$ cat src/rtl/dmt_pkg.sv
package dmt_pkg;
    typedef enum logic {
        MODE_EVENT  = 1'b0,
        MODE_DIVIDE = 1'b1
    } dmt_mode_e;
endpackage

$ cat src/rtl/dmt_prescaler.sv
module dmt_prescaler #(
    parameter int SEL_W   = 2,
    parameter int MC_LOG2 = 2
) (
    input  logic             clk,
    input  logic             rst_n,
    input  logic             run_i,
    input  logic [SEL_W-1:0] sel_i,
    output logic             div_tick_o,
    output logic             mc_tick_o
);
    localparam int NSEL  = 1 << SEL_W;
    localparam int PRE_W = (NSEL > MC_LOG2) ? NSEL : MC_LOG2;

    typedef struct packed {
        logic [PRE_W-1:0] pc;
    } pre_s;

    pre_s pre_d, pre_q;
    logic [NSEL-1:0] tick_vec;

    always_comb begin
        pre_d    = pre_q;
        pre_d.pc = run_i ? pre_q.pc + PRE_W'(1) : '0;
    end

    always_ff @(posedge clk or negedge rst_n) begin
        if (!rst_n) pre_q <= '0;
        else        pre_q <= pre_d;
    end

    for (genvar i = 0; i < NSEL; i++) begin : g_tick
        assign tick_vec[i] = run_i && (&pre_q.pc[i:0]);
    end

    assign div_tick_o = tick_vec[sel_i];
    assign mc_tick_o  = run_i && (&pre_q.pc[MC_LOG2-1:0]);


    pre_clear_chk: assert property (@(posedge clk) disable iff (!rst_n)
        !run_i |=> (pre_q.pc == '0));
endmodule

$ cat src/rtl/dmt_event_sync.sv
module dmt_event_sync (
    input  logic clk,
    input  logic rst_n,
    input  logic run_i,
    input  logic sample_i,
    input  logic pin_i,
    output logic fall_o
);
    typedef struct packed {
        logic       s1;
        logic       s2;
        logic [2:0] hist;
    } sync_s;

    sync_s sy_d, sy_q;

    always_comb begin
        sy_d    = sy_q;
        sy_d.s1 = pin_i;
        sy_d.s2 = sy_q.s1;
        if (!run_i)        sy_d.hist = '0;
        else if (sample_i) sy_d.hist = {sy_q.hist[1:0], sy_q.s2};
    end

    always_ff @(posedge clk or negedge rst_n) begin
        if (!rst_n) sy_q <= '0;
        else        sy_q <= sy_d;
    end

    assign fall_o = run_i && sample_i && ({sy_q.hist, sy_q.s2} == 4'b1100);


    ev_qual_chk: assert property (@(posedge clk) disable iff (!rst_n)
        fall_o |=> (sy_q.hist == 3'b100));
endmodule

$ cat src/rtl/dual_mode_timer8.sv
module dual_mode_timer8
    import dmt_pkg::*;
#(
    parameter int CNT_W   = 8,
    parameter int SEL_W   = 2,
    parameter int MC_LOG2 = 2
) (
    input  logic             clk,
    input  logic             rst_n,
    input  logic             run_i,
    input  logic             mode_i,
    input  logic [SEL_W-1:0] div_sel_i,
    input  logic             cmp_we_i,
    input  logic [CNT_W-1:0] cmp_data_i,
    input  logic             ff_we_i,
    input  logic             ff_data_i,
    input  logic             ev_pin_i,
    output logic             div_out_o,
    output logic             irq_o
);
    typedef struct packed {
        logic [CNT_W-1:0] cnt;
        logic [CNT_W-1:0] cmp;
        logic             ff;
        logic             run;
        logic             irq;
    } tmr_s;

    tmr_s      st_d, st_q;
    dmt_mode_e mode;
    logic      div_tick, mc_tick, ev_fall;
    logic      step, hit, ff_load;

    assign mode = dmt_mode_e'(mode_i);

    dmt_prescaler #(.SEL_W(SEL_W), .MC_LOG2(MC_LOG2)) u_pre (
        .clk        (clk),
        .rst_n      (rst_n),
        .run_i      (st_q.run),
        .sel_i      (div_sel_i),
        .div_tick_o (div_tick),
        .mc_tick_o  (mc_tick)
    );

    dmt_event_sync u_sync (
        .clk      (clk),
        .rst_n    (rst_n),
        .run_i    (st_q.run),
        .sample_i (mc_tick),
        .pin_i    (ev_pin_i),
        .fall_o   (ev_fall)
    );

    always_comb begin
        st_d     = st_q;
        st_d.irq = 1'b0;
        st_d.run = run_i;
        step     = (mode == MODE_DIVIDE) ? div_tick : ev_fall;
        hit      = (CNT_W'(st_q.cnt + 1'b1) == st_q.cmp);
        ff_load  = ff_we_i && !run_i && !st_q.run;

        if (cmp_we_i) st_d.cmp = cmp_data_i;

        if (run_i && !st_q.run) begin
            st_d.cnt = '0;
        end else if (st_q.run && step) begin
            if (hit) begin
                st_d.cnt = '0;
                st_d.irq = 1'b1;
                if (mode == MODE_DIVIDE) st_d.ff = ~st_q.ff;
            end else begin
                st_d.cnt = st_q.cnt + 1'b1;
            end
        end

        if (ff_load) st_d.ff = (mode == MODE_DIVIDE) ? ff_data_i : 1'b0;
    end

    always_ff @(posedge clk or negedge rst_n) begin
        if (!rst_n) st_q <= '0;
        else        st_q <= st_d;
    end

    assign div_out_o = ~st_q.ff;
    assign irq_o     = st_q.irq;


    irq_pulse_chk: assert property (@(posedge clk) disable iff (!rst_n)
        st_q.irq |=> !st_q.irq);


    stop_quiet_chk: assert property (@(posedge clk) disable iff (!rst_n)
        !st_q.run |=> !st_q.irq);


    stop_hold_chk: assert property (@(posedge clk) disable iff (!rst_n)
        (!st_q.run && !(ff_we_i && !run_i)) |=> $stable(div_out_o));


    toggle_chk: assert property (@(posedge clk) disable iff (!rst_n)
        (st_q.irq && $past(mode_i) == MODE_DIVIDE) |-> (st_q.ff != $past(st_q.ff)));


    ev_no_toggle_chk: assert property (@(posedge clk) disable iff (!rst_n)
        (st_q.irq && $past(mode_i) == MODE_EVENT) |-> $stable(st_q.ff));


    ff_guard_chk: assert property (@(posedge clk) disable iff (!rst_n)
        !$stable(st_q.ff) |-> (st_q.irq ||
            ($past(ff_we_i) && !$past(run_i) && !$past(st_q.run))));


    ev_preset_chk: assert property (@(posedge clk) disable iff (!rst_n)
        (ff_we_i && !run_i && !st_q.run && mode_i == MODE_EVENT) |=> !st_q.ff);
endmodule

$ cat config.mk
export PLATFORM = sky130hd
export DESIGN_NAME = dual_mode_timer8
export DESIGN_NICKNAME = d
export VERILOG_FILES = /design/src/rtl/dmt_pkg.sv /design/src/rtl/dmt_prescaler.sv /design/src/rtl/dmt_event_sync.sv /design/src/rtl/dual_mode_timer8.sv
export SDC_FILE = /design/constraint.sdc
export NUM_CORES = 1
export LEC_CHECK = 0
export ABC_CLOCK_PERIOD_IN_PS = 2600
export BUFFER_PORTS_ARGS = -buffer_cell sky130_fd_sc_hd__buf_2
export CELL_PAD_IN_SITES_DETAIL_PLACEMENT = 1
export CELL_PAD_IN_SITES_GLOBAL_PLACEMENT = 2
export CORE_ASPECT_RATIO = 0.8
export CORE_MARGIN = 2
export CORE_UTILIZATION = 30
export CTS_CLUSTER_SIZE = 20
export DETAILED_ROUTE_END_ITERATION = 8
export PLACE_DENSITY = 0.77
export SLEW_MARGIN = 10
export SYNTH_ARGS = -nofsm -noshare
export SYNTH_HDL_FRONTEND = slang
export SYNTH_SLANG_ARGS = --single-unit
$ cat constraint.sdc
create_clock -name clk -period 2.6 [get_ports clk]
set_input_delay 0.13 -clock clk [delete_from_list [all_inputs] [get_ports clk]]
set_output_delay 0.13 -clock clk [all_outputs]
set_load 0.005 [all_outputs]
# Word level (Yosys, flattened, before mapping)

Cells that the tools add are included.

Bits of input ports: 18
Flip-flop bits (word level): 28
Output and inout bits: 2
Memories kept: 0
RAM bits: 0
ROM bits: 0
Latch bits: 0
Logic and storage cells: 55

Reduce and logical (&&, ||, !) cells: 20
Shift-type cells: 0
Muxes and demuxes: 18
Equality and inequality tests: 4
Bitwise logic cells: 1
Divide/modulo/power cells: 0
Add/sub/neg operators: 2
$mul: 0
Magnitude comparators: 1

Operator list:

| operator                                                                | count |
|---|---|
| 8-bit 2-to-1 mux                                                        | 3 |
| 1-bit 2-to-1 mux                                                        | 11 |
| 1-bit logical AND                                                       | 10 |
| 8-bit by 1-bit adder with 8-bit output, second input constant           | 1 |
| 8-bit == test                                                           | 1 |
| 4-bit AND reduction                                                     | 2 |
| 2-bit nonzero test                                                      | 4 |
| 3-bit 2-to-1 mux                                                        | 2 |
| 4-bit by 1-bit adder with 4-bit output, second input constant           | 1 |
| 4-bit == test, second input constant                                    | 1 |
| 4-bit 2-to-1 mux                                                        | 1 |
| 2-bit by 3-bit < comparator with 1-bit output, second input constant    | 1 |
| 3-bit AND reduction                                                     | 1 |
| 1-bit binary-select mux with 2-bit select                               | 1 |
| 1-bit zero test                                                         | 2 |
| 2-bit by 1-bit inequality test with 1-bit output, second input constant | 1 |
| 2-bit inequality test, second input constant                            | 1 |
| 2-bit AND reduction                                                     | 1 |
| 1-bit inverter                                                          | 1 |

# Depth between registers and ports, before layout

Depth in word-level cells: 9
Mapped depth: 9
Gate-level depth less buffers: 8

# Hierarchy

From an unflattened synthesis, not the netlist that was laid out.

Cells, all modules: 140
Area total of the unflattened synthesis: 1517.7 um^2

By module, submodules not included:

| module           | times used | area an instance (um^2) | cells an instance |
|---|---|---|---|
| dual_mode_timer8 | 1          | 1107.3                  | 108 |
| dmt_prescaler    | 1          | 215.2                   | 19 |
| dmt_event_sync   | 1          | 195.2                   | 13 |

# Worst setup path after synthesis

Ideal clock, no wire load.

Kind: register -> register
Start: register st_q[11] in the netlist's numbering
End: register st_q[2] in the netlist's numbering
Setup time: 121 ps
Clock period less this slack: 2356 ps
Data required time: 2479 ps
Arrival time: 2235 ps
Stages on the path, launching flop included: 8
Setup slack: 244 ps
Buffers on the path: 0
Cells stage by stage: dfrtp_1 ha_1 nand3_1 or2_2 xnor2_1 a2111o_1 or3_1 a22o_1

Word-level cells in the longest chain between the ends: 4

RTL lines:

| element                                | RTL line               | source |
|---|---|---|
| start: declaration                     | dual_mode_timer8.sv:29 | `tmr_s st_d, st_q;` |
| start signal: assignment               | dual_mode_timer8.sv:81 | `else st_q <= st_d;` |
| 8-bit by 1-bit adder with 8-bit output | dual_mode_timer8.sv:59 | `hit = (CNT_W'(st_q.cnt + 1'b1) == st_q.cmp);` |
| 8-bit == test                          | dual_mode_timer8.sv:59 |  |
| 2-bit nonzero test (no source line)    | --                     |  |
| 4-bit AND reduction (no source line)   | --                     |  |

No other way between the ends.
A chain may end at the register's enable or synchronous reset.

# Worst setup path in the final report

Start: register st_q[12] in the netlist's numbering
End: register st_q[2] in the netlist's numbering

Same word-level chain as after synthesis.

==> run metrics <==
first-pass GRT wire length 5340 um; f_max 411 MHz; clock sink count 28; # IOs 20; GRT overflow 0; fraction of the mapped netlist area in simple logic gates 21.7%; reg2reg setup slack 0.17 ns; DRT iter0 DRCs 59; post-DP HPWL 2410 um; share of cells above drive strength 1 25.6%; root buf cell clkbuf_8; critical setup path kind flop to flop; drt drc 0; Die ar. 5420 um2; core area 4620 um2; clk_lat worst skew 0.28 ns; Yosys reg bits 28; Port Buffers 19; drt wl/cell 14.2 um; Max Slew Vio Count 0; DR vias/cell 4.80; area post-placement 1630 um2; CP max stage cell dfrtp_1; register area share after synthesis 48.2%; Pleak 0.778 nW; Slew @ Worst Pin 0.744 ns; Die W 81.8 um; RePlAce Congestion 0.783; H-tree Lvls 1; initial antenna violation count 0; Ant. Diodes 0; Synth area leader dfrtp_1; YS warnings 0; drt pass-1 iters 4; post-layout util 37.2%; Post-Synth XOR/XNOR Area 7.24%; Max Cap Violations 0; post-synthesis mux area share 8.96%; final hold violations 0; Max VDD drop 0.237 mV; gr usage total 13.4%; Critical Path Max Stage Delay 0.43 ns; number of routed nets with antenna violations 0; RSZ-0062 raised after global routing no; Yosys cell types 33; Synth top area share 48.2%; clock transition at the registers of the reported paths 0.10 ns; relative slew slack 50.0%; final WL 3180 um; critical path cell sequence ha_1 > nand3_1 > or2_2 > xnor2_1 > a2111o_1 > or3_1 > a22o_1; Critical Path Start st_q[12]$_DFFE_PN0P_; post-synthesis compound-gate area fraction 9.13%; CP max FO 5; CTS tree yes; status finished, final reports clean; hold_ws 0.0202 ns; Synth Instances 140; starting density of the core 31.4%; Die H 66.2 um; Final Critical Period 2.43 ns; R2R depth 7; TNS Setup 0 ns; final setup fails 0; Worst Path Required 2.77 ns; placed cell count 218; CP arrival 2.61 ns; Post-Synthesis Mean Instance Area 10.4 um2; pwr dens 540 nW/um2; startpoint types flop; CTS Buf Count 3; post-CTS setup buffers 0; finished layout cell area 1720 um2; Area growth syn-to-layout 18.5%; Tcrit/Tclk final 93.6%; reg-to-reg endpoint st_q[2]$_DFFE_PN0P_; Cell Count, Final, Fillers Out 224; CTS Buffer Depth 2; Fin Clk Skew 0.00462 ns; pre-CTS WS 0.129 ns; Hold Crit Class primary input to flop; Hold Crit Depth 1; multi-input logic area 721 um2; syn_nets 161; Core Rows 22; min-delay src run_i; hold endpoint st_q[1]$_DFF_PN0_; Area contributors post-synth dfrtp_1 48%, mux2_2 6.2%, nand2_1 5.4%; Pwr Total 930 uW; Final nets 186; reg-to-reg startpoint st_q[12]$_DFFE_PN0P_; largest net degree at the start of global routing 29; Sequential Area 702 um2; Adder-Cell Fraction of Synth Area 2.58%; vias in the first global route 1084; Fillers 547; largest family of logic cells by synthesized area simple AND/OR/NAND/NOR gates; crit end category flop; Synth Cell Area 1450 um2; via count 1075; final worst slack 0.168 ns
kinds of logic after synthesis:
group | count (synthesis)
xor gates and xnor gates | 12
muxes | 12
DFF | 28
buffers and inverters | 8
adders and majority gates | 3
AOI/OAI and AO/OA | 19
and+or+nand+nor | 58
state kept, by name (all words and copies together), names as in the netlist:
| signal | flops |
|---|---|
| irq_o | 1 |
| st_q | 18 |
| u_pre.pre_q | 4 |
| u_sync.sy_d | 1 |
| u_sync.sy_q | 4 |
worst max path at each step:
stage / end / slack [ns] / cells after the start
2_1_floorplan: st_q[2]$_DFFE_PN0P_ / 0.24 / 7
5_1_grt: st_q[2]$_DFFE_PN0P_ / 0.008 / 7
3_5_place_dp: st_q[2]$_DFFE_PN0P_ / 0.13 / 7
3_3_place_gp: st_q[2]$_DFFE_PN0P_ / 0.22 / 7
6_report: st_q[2]$_DFFE_PN0P_ / 0.17 / 7
4_1_cts: st_q[2]$_DFFE_PN0P_ / 0.1 / 7
layout by cell type, fill, tap and decap left out, types with 2 or more instances in the layout:
cell	n
or3_1	2
buf_4	3
clkbuf_8	3
xnor2_1	8
nor2_1	11
dfrtp_1	27
nand3_1	3
mux2_2	8
o221ai_1	5
ha_1	3
nand2_1	21
o21ai_0	6
dlygate4sd3_1	2
xor2_1	4
and2_1	5
or2_2	2
mux2i_1	4
inv_1	4
a21oi_1	3
buf_2	19
nor3b_1	5
critical path: cells and delay by family, from the launching register on:
kind                     cells  cell delay, ns
AO/OA/AOI/OAI                2            0.62
XOR/XNOR                     1            0.15
adder cells (fa/ha/maj)      1            0.27
flip-flops                   1            0.43
AND/OR/NAND/NOR              3            0.85
cell type report:
| class | instances | area share, % |
|---|---|---|
| Multi-Input combinational cell | 104 | 41.9 |
| Sequential cell | 28 | 40.8 |
| Timing Repair Buffer | 24 | 7.99 |
| Tap cell | 60 | 4.36 |
| Clock buffer | 3 | 2.40 |
| Clock inverter | 1 | 1.74 |
| Inverter | 4 | 0.872 |
repair_timing:
item                                    4_1_cts  5_1_grt
endpoints found under the setup margin        0        2
resized for setup                             0        1
hold endpoints to repair                     29        0
hold buffers                                  2        0
cells in the mapped netlist:
master / count
a21oi_1: 3
o31ai_1: 1
nand3_4: 1
inv_1: 4
mux2i_1: 4
mux2_2: 8
and3_1: 1
o221ai_1: 5
nor4_1: 1
and2_1: 5
or2_2: 2
a2111o_1: 1
dfrtp_1: 28
or3_1: 2
clkbuf_1: 3
nand3_1: 3
o31a_1: 1
a211oi_1: 1
xnor2_1: 8
clkbuf_2: 1
nor4b_1: 1
nand2_4: 1
and2_2: 1
nor3b_1: 5
or3_2: 1
nor2_1: 11
nor3_4: 1
xor2_1: 4
ha_1: 3
nor3_1: 1
nand2_1: 21
o21ai_0: 6
a22o_1: 1
power breakdown:
part / switching (mW) / total, mW / internal, mW
clock network: 0.143 / 0.349 / 0.206
logic: 0.0515 / 0.102 / 0.0504
registers: 0.0206 / 0.479 / 0.458
routing by layer:
layer | GRT usage (%) | up-vias | wire [um]
met1 | 17.4 | 521 | 1510
met4 | 5.00 | 0 | 47
li1 | - | 533 | -
met3 | 3.28 | 5 | 122
met5 | 0 | - | 0
met2 | 21.4 | 16 | 1500
(Power assumes the default switching activity.)
